**src/rtl/pcmd_pkg.sv**
```systemverilog
package pcmd_pkg;
  localparam int PCMD_W = 4;

  localparam logic [PCMD_W-1:0] C_COLD    = 4'b0000;
  localparam logic [PCMD_W-1:0] C_ALLSLOT = 4'b0001;
  localparam logic [PCMD_W-1:0] C_CONFIG  = 4'b0010;
  localparam logic [PCMD_W-1:0] C_FREEZE  = 4'b0011;
  localparam logic [PCMD_W-1:0] C_READY   = 4'b0100;
  localparam logic [PCMD_W-1:0] C_RUN     = 4'b0101;
  localparam logic [PCMD_W-1:0] C_DEFCFG  = 4'b0110;
  localparam logic [PCMD_W-1:0] C_HALT    = 4'b0111;
  localparam logic [PCMD_W-1:0] C_WAKE    = 4'b1000;
  localparam logic [PCMD_W-1:0] C_ENGRST  = 4'b1100;

  typedef enum logic [2:0] {
    ST_DEFCFG  = 3'd0,
    ST_CONFIG  = 3'd1,
    ST_READY   = 3'd2,
    ST_STARTUP = 3'd3,
    ST_HALT    = 3'd4
  } eng_state_e;

  function automatic logic is_reserved(input logic [PCMD_W-1:0] c);
    return (c == 4'b1001) || (c == 4'b1010) || (c == 4'b1011) ||
           (c == 4'b1101) || (c == 4'b1110) || (c == 4'b1111);
  endfunction

  function automatic logic is_delayed(input logic [PCMD_W-1:0] c);
    return (c == C_ALLSLOT) || (c == C_HALT);
  endfunction

  function automatic logic is_effective(input logic need, input logic [PCMD_W-1:0] c);
    return !need || (c == C_DEFCFG);
  endfunction
endpackage

```
**src/rtl/pcmd_host_reg.sv**
```systemverilog
module pcmd_host_reg
  import pcmd_pkg::*;
#(
  parameter int WORD_W   = 16,
  parameter int MODE_BIT = 4,
  parameter int CLR_BIT  = 8
) (
  input  logic              clk,
  input  logic              rst_n,
  input  logic              host_wr,
  input  logic [WORD_W-1:0] host_wdata,
  input  logic              eng_ready,
  output logic              busy,
  output logic              illegal,
  output logic [PCMD_W-1:0] cmd_field,
  output logic              accept
);
  logic              busy_q, busy_d;
  logic              ill_q, ill_d;
  logic [PCMD_W-1:0] field_q, field_d;
  logic [PCMD_W-1:0] wr_code;
  logic              issue, refuse, start, clr_req;

  assign wr_code = host_wdata[PCMD_W-1:0];
  assign issue   = host_wr && !host_wdata[MODE_BIT];
  assign refuse  = issue && (busy_q || is_reserved(wr_code));
  assign start   = issue && !refuse;
  assign clr_req = host_wr && host_wdata[CLR_BIT];
  assign accept  = busy_q && eng_ready;

  always_comb begin
    busy_d  = busy_q;
    field_d = field_q;
    ill_d   = ill_q;
    if (start) begin
      busy_d  = 1'b1;
      field_d = wr_code;
    end else if (accept) begin
      busy_d = 1'b0;
    end
    if (refuse)       ill_d = 1'b1;
    else if (clr_req) ill_d = 1'b0;
  end

  always_ff @(posedge clk or negedge rst_n) begin
    if (!rst_n) begin
      busy_q  <= 1'b0;
      ill_q   <= 1'b0;
      field_q <= '0;
    end else begin
      busy_q  <= busy_d;
      ill_q   <= ill_d;
      field_q <= field_d;
    end
  end

  assign busy      = busy_q;
  assign illegal   = ill_q;
  assign cmd_field = field_q;

  assert_hold_R4: assert property (@(posedge clk) disable iff (!rst_n)
    busy_q && !eng_ready |=> busy_q && $stable(field_q));
  assert_drop_R4: assert property (@(posedge clk) disable iff (!rst_n)
    busy_q && eng_ready |=> !busy_q);
  assert_mode_R3: assert property (@(posedge clk) disable iff (!rst_n)
    host_wr && host_wdata[MODE_BIT] |=> $stable(field_q));
  assert_overlap_R5: assert property (@(posedge clk) disable iff (!rst_n)
    host_wr && !host_wdata[MODE_BIT] && busy_q |=> ill_q && $stable(field_q));
  assert_reserved_R6: assert property (@(posedge clk) disable iff (!rst_n)
    host_wr && !host_wdata[MODE_BIT] && !busy_q && is_reserved(host_wdata[PCMD_W-1:0])
    |=> !busy_q && ill_q);
endmodule

```
**src/rtl/pcmd_pend.sv**
```systemverilog
module pcmd_pend
  import pcmd_pkg::*;
(
  input  logic              clk,
  input  logic              rst_n,
  input  logic              accept,
  input  logic [PCMD_W-1:0] acc_cmd,
  input  logic              need,
  input  logic              cycle_end,
  output logic              apply,
  output logic [PCMD_W-1:0] apply_cmd
);
  logic              pend_q, pend_d;
  logic [PCMD_W-1:0] code_q, code_d;
  logic              eff, load, cancel;

  assign eff    = accept && is_effective(need, acc_cmd);
  assign load   = eff && is_delayed(acc_cmd);
  assign cancel = eff && ((acc_cmd == C_FREEZE) || (acc_cmd == C_ENGRST));
  assign apply  = pend_q && cycle_end;
  assign apply_cmd = code_q;

  always_comb begin
    pend_d = pend_q;
    code_d = code_q;
    if (apply)  pend_d = 1'b0;
    if (load) begin
      pend_d = 1'b1;
      code_d = acc_cmd;
    end else if (cancel) begin
      pend_d = 1'b0;
    end
  end

  always_ff @(posedge clk or negedge rst_n) begin
    if (!rst_n) begin
      pend_q <= 1'b0;
      code_q <= '0;
    end else begin
      pend_q <= pend_d;
      code_q <= code_d;
    end
  end

  assert_apply_R9: assert property (@(posedge clk) disable iff (!rst_n)
    pend_q && cycle_end && !load |=> !pend_q);
  assert_cancel_R10: assert property (@(posedge clk) disable iff (!rst_n)
    accept && !need && acc_cmd == C_FREEZE |=> !pend_q);
  assert_drop_R11: assert property (@(posedge clk) disable iff (!rst_n)
    accept && !need && acc_cmd == C_ENGRST |=> !pend_q);
endmodule

```
**src/rtl/pcmd_state.sv**
```systemverilog
module pcmd_state
  import pcmd_pkg::*;
(
  input  logic              clk,
  input  logic              rst_n,
  input  logic              accept,
  input  logic [PCMD_W-1:0] acc_cmd,
  input  logic              apply,
  input  logic [PCMD_W-1:0] apply_cmd,
  output eng_state_e        state,
  output logic              need,
  output logic              cold,
  output logic              allslot,
  output logic              wake
);
  eng_state_e st_q, st_d;
  logic need_q, need_d, cold_q, cold_d, all_q, all_d, wake_q, wake_d;
  logic eff;

  assign eff = accept && is_effective(need_q, acc_cmd);

  always_comb begin
    st_d   = st_q;
    need_d = need_q;
    cold_d = cold_q;
    all_d  = all_q;
    wake_d = 1'b0;
    if (apply) begin
      if (apply_cmd == C_HALT) st_d  = ST_HALT;
      else                     all_d = 1'b1;
    end
    if (eff) begin
      unique case (acc_cmd)
        C_COLD:   cold_d = 1'b1;
        C_CONFIG: begin st_d = ST_CONFIG; cold_d = 1'b0; all_d = 1'b0; end
        C_FREEZE: st_d = ST_HALT;
        C_READY:  st_d = ST_READY;
        C_RUN:    st_d = ST_STARTUP;
        C_DEFCFG: begin
          st_d = ST_DEFCFG; need_d = 1'b0; cold_d = 1'b0; all_d = 1'b0;
        end
        C_WAKE:   wake_d = 1'b1;
        C_ENGRST: need_d = 1'b1;
        default:  ;
      endcase
    end
  end

  always_ff @(posedge clk or negedge rst_n) begin
    if (!rst_n) begin
      st_q   <= ST_DEFCFG;
      need_q <= 1'b0;
      cold_q <= 1'b0;
      all_q  <= 1'b0;
      wake_q <= 1'b0;
    end else begin
      st_q   <= st_d;
      need_q <= need_d;
      cold_q <= cold_d;
      all_q  <= all_d;
      wake_q <= wake_d;
    end
  end

  assign state   = st_q;
  assign need    = need_q;
  assign cold    = cold_q;
  assign allslot = all_q;
  assign wake    = wake_q;

  assert_gate_R11: assert property (@(posedge clk) disable iff (!rst_n)
    need_q && !(accept && acc_cmd == C_DEFCFG) |=> $stable(st_q) && need_q);
  assert_wake_R12: assert property (@(posedge clk) disable iff (!rst_n)
    wake_q |=> !wake_q);
  assert_freeze_R8: assert property (@(posedge clk) disable iff (!rst_n)
    accept && !need_q && acc_cmd == C_FREEZE |=> st_q == ST_HALT);
endmodule

```
**src/rtl/pcmd_issue.sv**
```systemverilog
module pcmd_issue
  import pcmd_pkg::*;
#(
  parameter int WORD_W   = 16,
  parameter int MODE_BIT = 4,
  parameter int CLR_BIT  = 8,
  parameter int SYNC_STG = 2
) (
  input  logic              clk,
  input  logic              rst_n,
  input  logic              host_wr,
  input  logic [WORD_W-1:0] host_wdata,
  input  logic              cycle_end,
  input  logic              eng_ready,
  output logic              eng_valid,
  output logic [3:0]        eng_cmd,
  output logic              busy,
  output logic              illegal,
  output logic [3:0]        cmd_field,
  output logic [2:0]        eng_state,
  output logic              need_defcfg,
  output logic              coldstart_en,
  output logic              all_slots,
  output logic              wakeup_pulse
);
  logic [SYNC_STG-1:0] rst_sync_q;
  logic                rst_i_n;

  always_ff @(posedge clk or negedge rst_n) begin
    if (!rst_n) rst_sync_q <= '0;
    else        rst_sync_q <= {rst_sync_q[SYNC_STG-2:0], 1'b1};
  end
  assign rst_i_n = rst_sync_q[SYNC_STG-1];

  logic              accept, apply, need;
  logic [PCMD_W-1:0] field, apply_cmd;
  eng_state_e        st;

  pcmd_host_reg #(.WORD_W(WORD_W), .MODE_BIT(MODE_BIT), .CLR_BIT(CLR_BIT)) u_host (
    .clk(clk), .rst_n(rst_i_n), .host_wr(host_wr), .host_wdata(host_wdata),
    .eng_ready(eng_ready), .busy(busy), .illegal(illegal), .cmd_field(field),
    .accept(accept)
  );

  pcmd_pend u_pend (
    .clk(clk), .rst_n(rst_i_n), .accept(accept), .acc_cmd(field), .need(need),
    .cycle_end(cycle_end), .apply(apply), .apply_cmd(apply_cmd)
  );

  pcmd_state u_state (
    .clk(clk), .rst_n(rst_i_n), .accept(accept), .acc_cmd(field), .apply(apply),
    .apply_cmd(apply_cmd), .state(st), .need(need), .cold(coldstart_en),
    .allslot(all_slots), .wake(wakeup_pulse)
  );

  assign eng_valid   = busy;
  assign eng_cmd     = field;
  assign cmd_field   = field;
  assign eng_state   = st;
  assign need_defcfg = need;
endmodule

```
**config.mk**
```make
export PLATFORM = sky130hd
export DESIGN_NAME = pcmd_issue
export DESIGN_NICKNAME = d
export VERILOG_FILES = /design/src/rtl/pcmd_pkg.sv /design/src/rtl/pcmd_host_reg.sv /design/src/rtl/pcmd_pend.sv /design/src/rtl/pcmd_state.sv /design/src/rtl/pcmd_issue.sv
export SDC_FILE = /design/constraint.sdc
export NUM_CORES = 1
export LEC_CHECK = 0
export ABC_AREA = 1
export ABC_CLOCK_PERIOD_IN_PS = 800
export BUFFER_PORTS_ARGS = -buffer_cell sky130_fd_sc_hd__buf_4
export CELL_PAD_IN_SITES_DETAIL_PLACEMENT = 0
export CELL_PAD_IN_SITES_GLOBAL_PLACEMENT = 1
export CORE_ASPECT_RATIO = 1.1
export CORE_MARGIN = 4
export CORE_UTILIZATION = 30
export CTS_CLUSTER_SIZE = 8
export DETAILED_ROUTE_END_ITERATION = 8
export PLACE_DENSITY_LB_ADDON = 0.1
export SLEW_MARGIN = 20
export SYNTH_ARGS = -nofsm -noshare
export SYNTH_HDL_FRONTEND = slang
export SYNTH_SLANG_ARGS = --single-unit
```
**constraint.sdc**
```tcl
create_clock -name clk -period 0.8 [get_ports clk]
set_clock_uncertainty 0.2 [all_clocks]
set_input_delay 0.12 -clock clk [delete_from_list [all_inputs] [get_ports clk]]
set_output_delay 0.12 -clock clk [all_outputs]
set_load 0.02 [all_outputs]
```
Yosys cells after proc, flatten, opt, wreduce, memory -nomap -nowiden
Index checks and enable logic that the tools add are counted.
{ "word_totals": {"register_bits": 20, "out_inout_bits": 18, "elab_cells": 76} }
{ "classes": {"eq_ne": 16, "mux": 19, "reduce_logical": 30} }
{ "ops": {"columns": ["operator", "count"], "rows": [
  ["4-bit == test (second input constant)", 8],
  ["4-bit by 3-bit == test with 1-bit output (second input constant)", 5],
  ["3-bit one-hot mux with 5 select lines", 1],
  ["1-bit 2-to-1 mux", 13],
  ["1-bit logical AND", 9],
  ["1-bit logical OR", 9],
  ["3-bit 2-to-1 mux", 3],
  ["4-bit by 2-bit == test with 1-bit output (second input constant)", 2],
  ["2-bit nonzero test", 4],
  ["4-bit by 1-bit == test with 1-bit output (second input constant)", 1],
  ["4-bit logical NOT", 1],
  ["1-bit one-hot mux with 2 select lines", 2],
  ["2-bit AND reduction", 2],
  ["1-bit logical NOT", 3],
  ["3-bit nonzero test", 1],
  ["2-bit OR reduction", 1]
]} }

Longest topological paths before layout
{ "depth": {"word_depth": 11, "ltp_mapped": 8, "ltp_nobuf": 7} }

Cells and area by module
From an unflattened synthesis, not the netlist that was laid out.
{ "unflattened": {"hier_cells": 148, "hier_area_um2": 1116.1} }
{ "by_module_without_submodules": {"columns": ["mod", "instances", "cells_each", "area_per_inst_um2", "seq_area_each_um2"], "rows": [
  ["pcmd_state", 1, 67, 454.2, 175.2],
  ["pcmd_host_reg", 1, 31, 289.0, 150.1],
  ["pcmd_pend", 1, 42, 281.5, 125.1],
  ["pcmd_issue", 1, 8, 91.3, 50.0]
]} }

Worst setup path before layout
OpenSTA, ideal clock, no wires.
{ "synth_path": {"path_kind": "register to register", "start": "register u_host.field_q[1], in the netlist u_host.cmd_field[1]", "end": "register u_state.st_q[2], in the netlist u_state.state[2]", "setup_ps": 117, "t_arrival_ps": 1210, "required_time_ps": 483, "path_slack_ps": -727, "stages_incl_launch_ff": 9, "n_path_buf": 1, "synth_period_minus_slack_ps": 1527, "path_cell_list": "dfrtp_1 inv_1 nor2_2 nand3_2 nand2_2 buf_6 nand2_2 nand2_1 nand2_1"} }
{ "synth_via": {"elab_chain_len": 4} }
{ "synth_rtl": {"columns": ["item", "line", "source"], "rows": [
  ["from (decl)", "pcmd_host_reg.sv:20", "logic [PCMD_W-1:0] field_q, field_d;"],
  ["from (signal assigned)", "pcmd_host_reg.sv:53", "field_q <= field_d;"],
  ["branches (longest 3 deep; another with 3-bit one-hot mux with 5 select lines)", null, null],
  ["3-bit 2-to-1 mux (*)", "pcmd_state.sv:32", "if (eff) begin"],
  ["net u_state.st_d[2]", "pcmd_state.sv:16", "eng_state_e st_q, st_d;"],
  ["to (signal assigned)", "pcmd_state.sv:57", "st_q <= st_d;"],
  ["to (decl)", "pcmd_state.sv:16", null]
]} }
Mark *: on every way through the listed nets, which the timed path passes.
A chain may end at the register's enable or synchronous reset.

Worst setup path after layout
{ "layout_path": {"start": "register u_host.field_q[3], in the netlist u_host.cmd_field[3]", "end": "register u_pend.code_q[1], in the netlist u_pend.apply_cmd[1]"} }
{ "layout_via": {"elab_chain_len": 4} }
{ "layout_rtl": {"columns": ["item", "line", "source"], "rows": [
  ["4-bit by 3-bit == test with 1-bit output", "pcmd_pkg.sv:33", "return !need || (c == C_DEFCFG);"],
  ["1-bit logical OR", "pcmd_pkg.sv:33", null],
  ["1-bit logical AND", "pcmd_pend.sv:17", "assign eff = accept && is_effective(need, acc_cmd);"],
  ["1-bit logical AND (*)", "pcmd_pend.sv:18", "assign load = eff && is_delayed(acc_cmd);"],
  ["to (signal assigned)", "pcmd_pend.sv:41", "code_q <= code_d;"],
  ["to (decl)", "pcmd_pend.sv:14", "logic [PCMD_W-1:0] code_q, code_d;"]
]} }
Mark *: on every way between the ends. The rest lies on a longest branch, timed or not.

==> results.md <==
- Clock Sinks: 20
- Post-Syn Instances: 125
- Worst-path clk slew: 0.13 ns
- Setup crit start: u_host.cmd_field[3]
- Gpl congestion: 0.803
- Failing checks: hold timing, setup timing
- Wirelength per Cell: 11.2 µm
- Nature of the critical path endpoint: register
- Hold crit path type: primary input to register
- Reg2reg start: u_host.cmd_field[3]
- Asr flop ratio synth: 100%
- Initial drt markers: 40
- Worst Reg2Reg Path Length in Cells: 6
- CTS tree: yes
- Diodes inserted: 0
- PortBufs: 28
- Max Fclk: 719 MHz
- Total power draw: 4620 µW
- Syn Area/Cell: 7.86 µm²
- Register bit total from synthesis: 20
- Number of synthesized flops with an enable pin: 0
- H-tree depth: 1
- Critical Path Start Type: register
- Maximum vdd drop: 0.00115 V
- Synthesis-to-layout area growth: 83.3%
- ANT nets after route: 0
- Proportion of netlist area held by the largest area contributor: 51.0%
- Die Y-Extent: 68.0 µm
- DR vias: 988
- Most common cell in the synthesized netlist: nand2_1
- PnR worst setup slack: -0.590 ns
- Initial core utilization: 31.7%
- Slew Limit Fails: 0
- Post-layout nets: 213
- Final period utilization: 174%
- Worst r2r dst: u_pend.apply_cmd[1]
- Critical path peak fanout: 8
- Reg2Reg Setup Slack: -0.59 ns
- Core Rows: 21
- Die X: 62.6 µm
- Required @ worst endpoint: 0.80 ns
- Crit path time final: 1.39 ns
- Final Hold Fails: 28
- Data arrival, critical path: 1.39 ns
- Layout cell share with drive strength beyond 1: 59.2%
- Netlist cell types: 18
- CP endpoint: u_pend.apply_cmd[1]
- Vias per cell: 4.39
- Core area: 3100 µm²
- Final setup violation count: 36
- RSZ-0062 raised after global routing: true
- Fill cells: 311
- Yosys top cell by area: dfrtp_1
- Status: finished, violations left
- Initial antenna violation count: 0
- Die area: 4250 µm²
- First-pass GRT wire length: 4370 µm
- Drt drc: 0
- Leak Pwr: 0.000972 µW
- Io pins: 39
- Placed insts: 208
- Main synth FF type: dfrtp_1
- CTS Hold Bufs: 1
- Crit path kind: register to register
- Number of global-route vias before repair: 1,019
- Mapped Area: 982 µm²
- Root buf cell: clkbuf_4
- Largest net degree at the start of global routing: 12
- Worst-skew pair later-pin latency: 0.31 ns
- Total congestion overflow: 0
- Total number of yosys warnings: 0
- Post-synthesis sequential area ratio: 51.0%
- Total track usage: 13.3%
- Ranking of synthesized cells by area: dfrtp_1, nand2_1, inv_1, nand3_1, buf_4
- DP HPWL: 1790 µm
- Mapped Nets: 146
- Clk buf depth: 2
- Final hold slack: -0.216 ns
- PwrDens: 2570 nW/µm²
- Finished Layout Cells: 225
- DRT Wirelength: 2520 µm
- Pre-antenna DRT Iters: 3
- CTS Buf Count: 3
- Post-synth top cells: nand2_1, dfrtp_1, inv_1
- Maxcap violations: 0
-- how the worst min path moves through the flow --
stage / slack (ns) / end / depth (start not counted) / start
floorplan: -0.38 / rst_sync_q[0] / 0 / rst_n
global placement: -0.30 / rst_sync_q[1] / 1 / rst_n
detailed placement: -0.29 / rst_sync_q[1] / 1 / rst_n
CTS: -0.22 / u_host.busy / 2 / eng_ready
global route: -0.23 / u_host.busy / 2 / eng_ready
finish: -0.22 / u_host.busy / 2 / eng_ready
-- repair_timing --
item | CTS | global route
pin swaps | 13 | 5
endpoints found under the setup margin | 36 | 36
buffers inserted | 9 | 2
endpoints found under the hold margin | 28 | 10
gates resized for setup | 52 | 12
gates cloned | 1 | 0
-- registers in the layout, indices dropped and copies added (netlist names) --
register          flops
u_host.busy           1
u_state.allslot       1
u_host.illegal        1
u_host.cmd_field      4
u_state.cold          1
u_state.wake          1
u_pend.apply_cmd      4
u_state.state         3
u_pend.pend_q         1
u_state.need          1
rst_sync_q            2
-- layout make-up --
class,count,area [µm²],share of cell area [%]
Sequential cell,20,507,28.1
Timing Repair Buffer,67,607,33.7
Tap cell,34,42.5,2.36
Inverter,20,85.1,4.73
Clock buffer,4,36.3,2.02
Multi-Input combinational cell,80,523,29.0
-- metrics by stage --
| stage | worst slack, ns | instance area [µm²] | hold WS (ns) | TNS [ns] | util, % |
|---|---|---|---|---|---|
| 2_1_floorplan | -0.597 | 1030 | -0.376 | -9.17 | - |
| 3_3_place_gp | -0.595 | 1430 | -0.297 | -11.41 | 46.0 |
| 3_5_place_dp | -0.635 | 1430 | -0.295 | -11.79 | 46.0 |
| 4_1_cts | -0.579 | 1750 | -0.216 | -17.14 | 56.4 |
| 5_1_grt | -0.659 | 1800 | -0.231 | -19.01 | 58.1 |
| 6_report | -0.590 | 1800 | -0.216 | -17.32 | 58.1 |
-- metal layers --
layer  up-vias  part of all wire, %  track usage, %
met1       445                   39            15.0
met3         7                  4.7            2.63
met2        23                   54            24.2
met5         -                    0               0
met4         0                  2.1            6.61
li1        513                    -               -
-- where the power goes --
group          leakage, µW  switching [µW]  internal, µW
registers         0.000242             222          1270
clock network    0.0000210             337           278
logic             0.000709            1140          1370
total             0.000972            1700          2920
-- critical path, cell delays in order (launching register included) --
cell     delay (ns)
dfrtp_2        0.48
nor2_4         0.18
nand3_4        0.12
nand2_8        0.11
nand2_4        0.08
nand2_2        0.06
nand2_1        0.05
-- cell families (layout without fill, tap and decap cells) --
family                 count (synthesis)  in the layout  synth area share, %
other                                  1              1                0.382
AO/OA/AOI/OAI                         13             13                 7.52
flip-flops                            20             20                 51.0
buffers and inverters                 26             91                 12.6
AND/OR/NAND/NOR                       65             66                 28.5
-- cells in the final DEF (no fill, tap or decap), drive strengths merged --
cell type / n
buf: 66
nand2: 43
inv: 20
dfrtp: 20
nand3: 12
nor2: 10
o21ai: 6
a21oi: 4
clkbuf: 4
or2: 1
a21o: 1
a21boi: 1
a22o: 1
dlygate4sd3: 1
conb: 1
No activity file was read; power rests on OpenSTA's default activity.
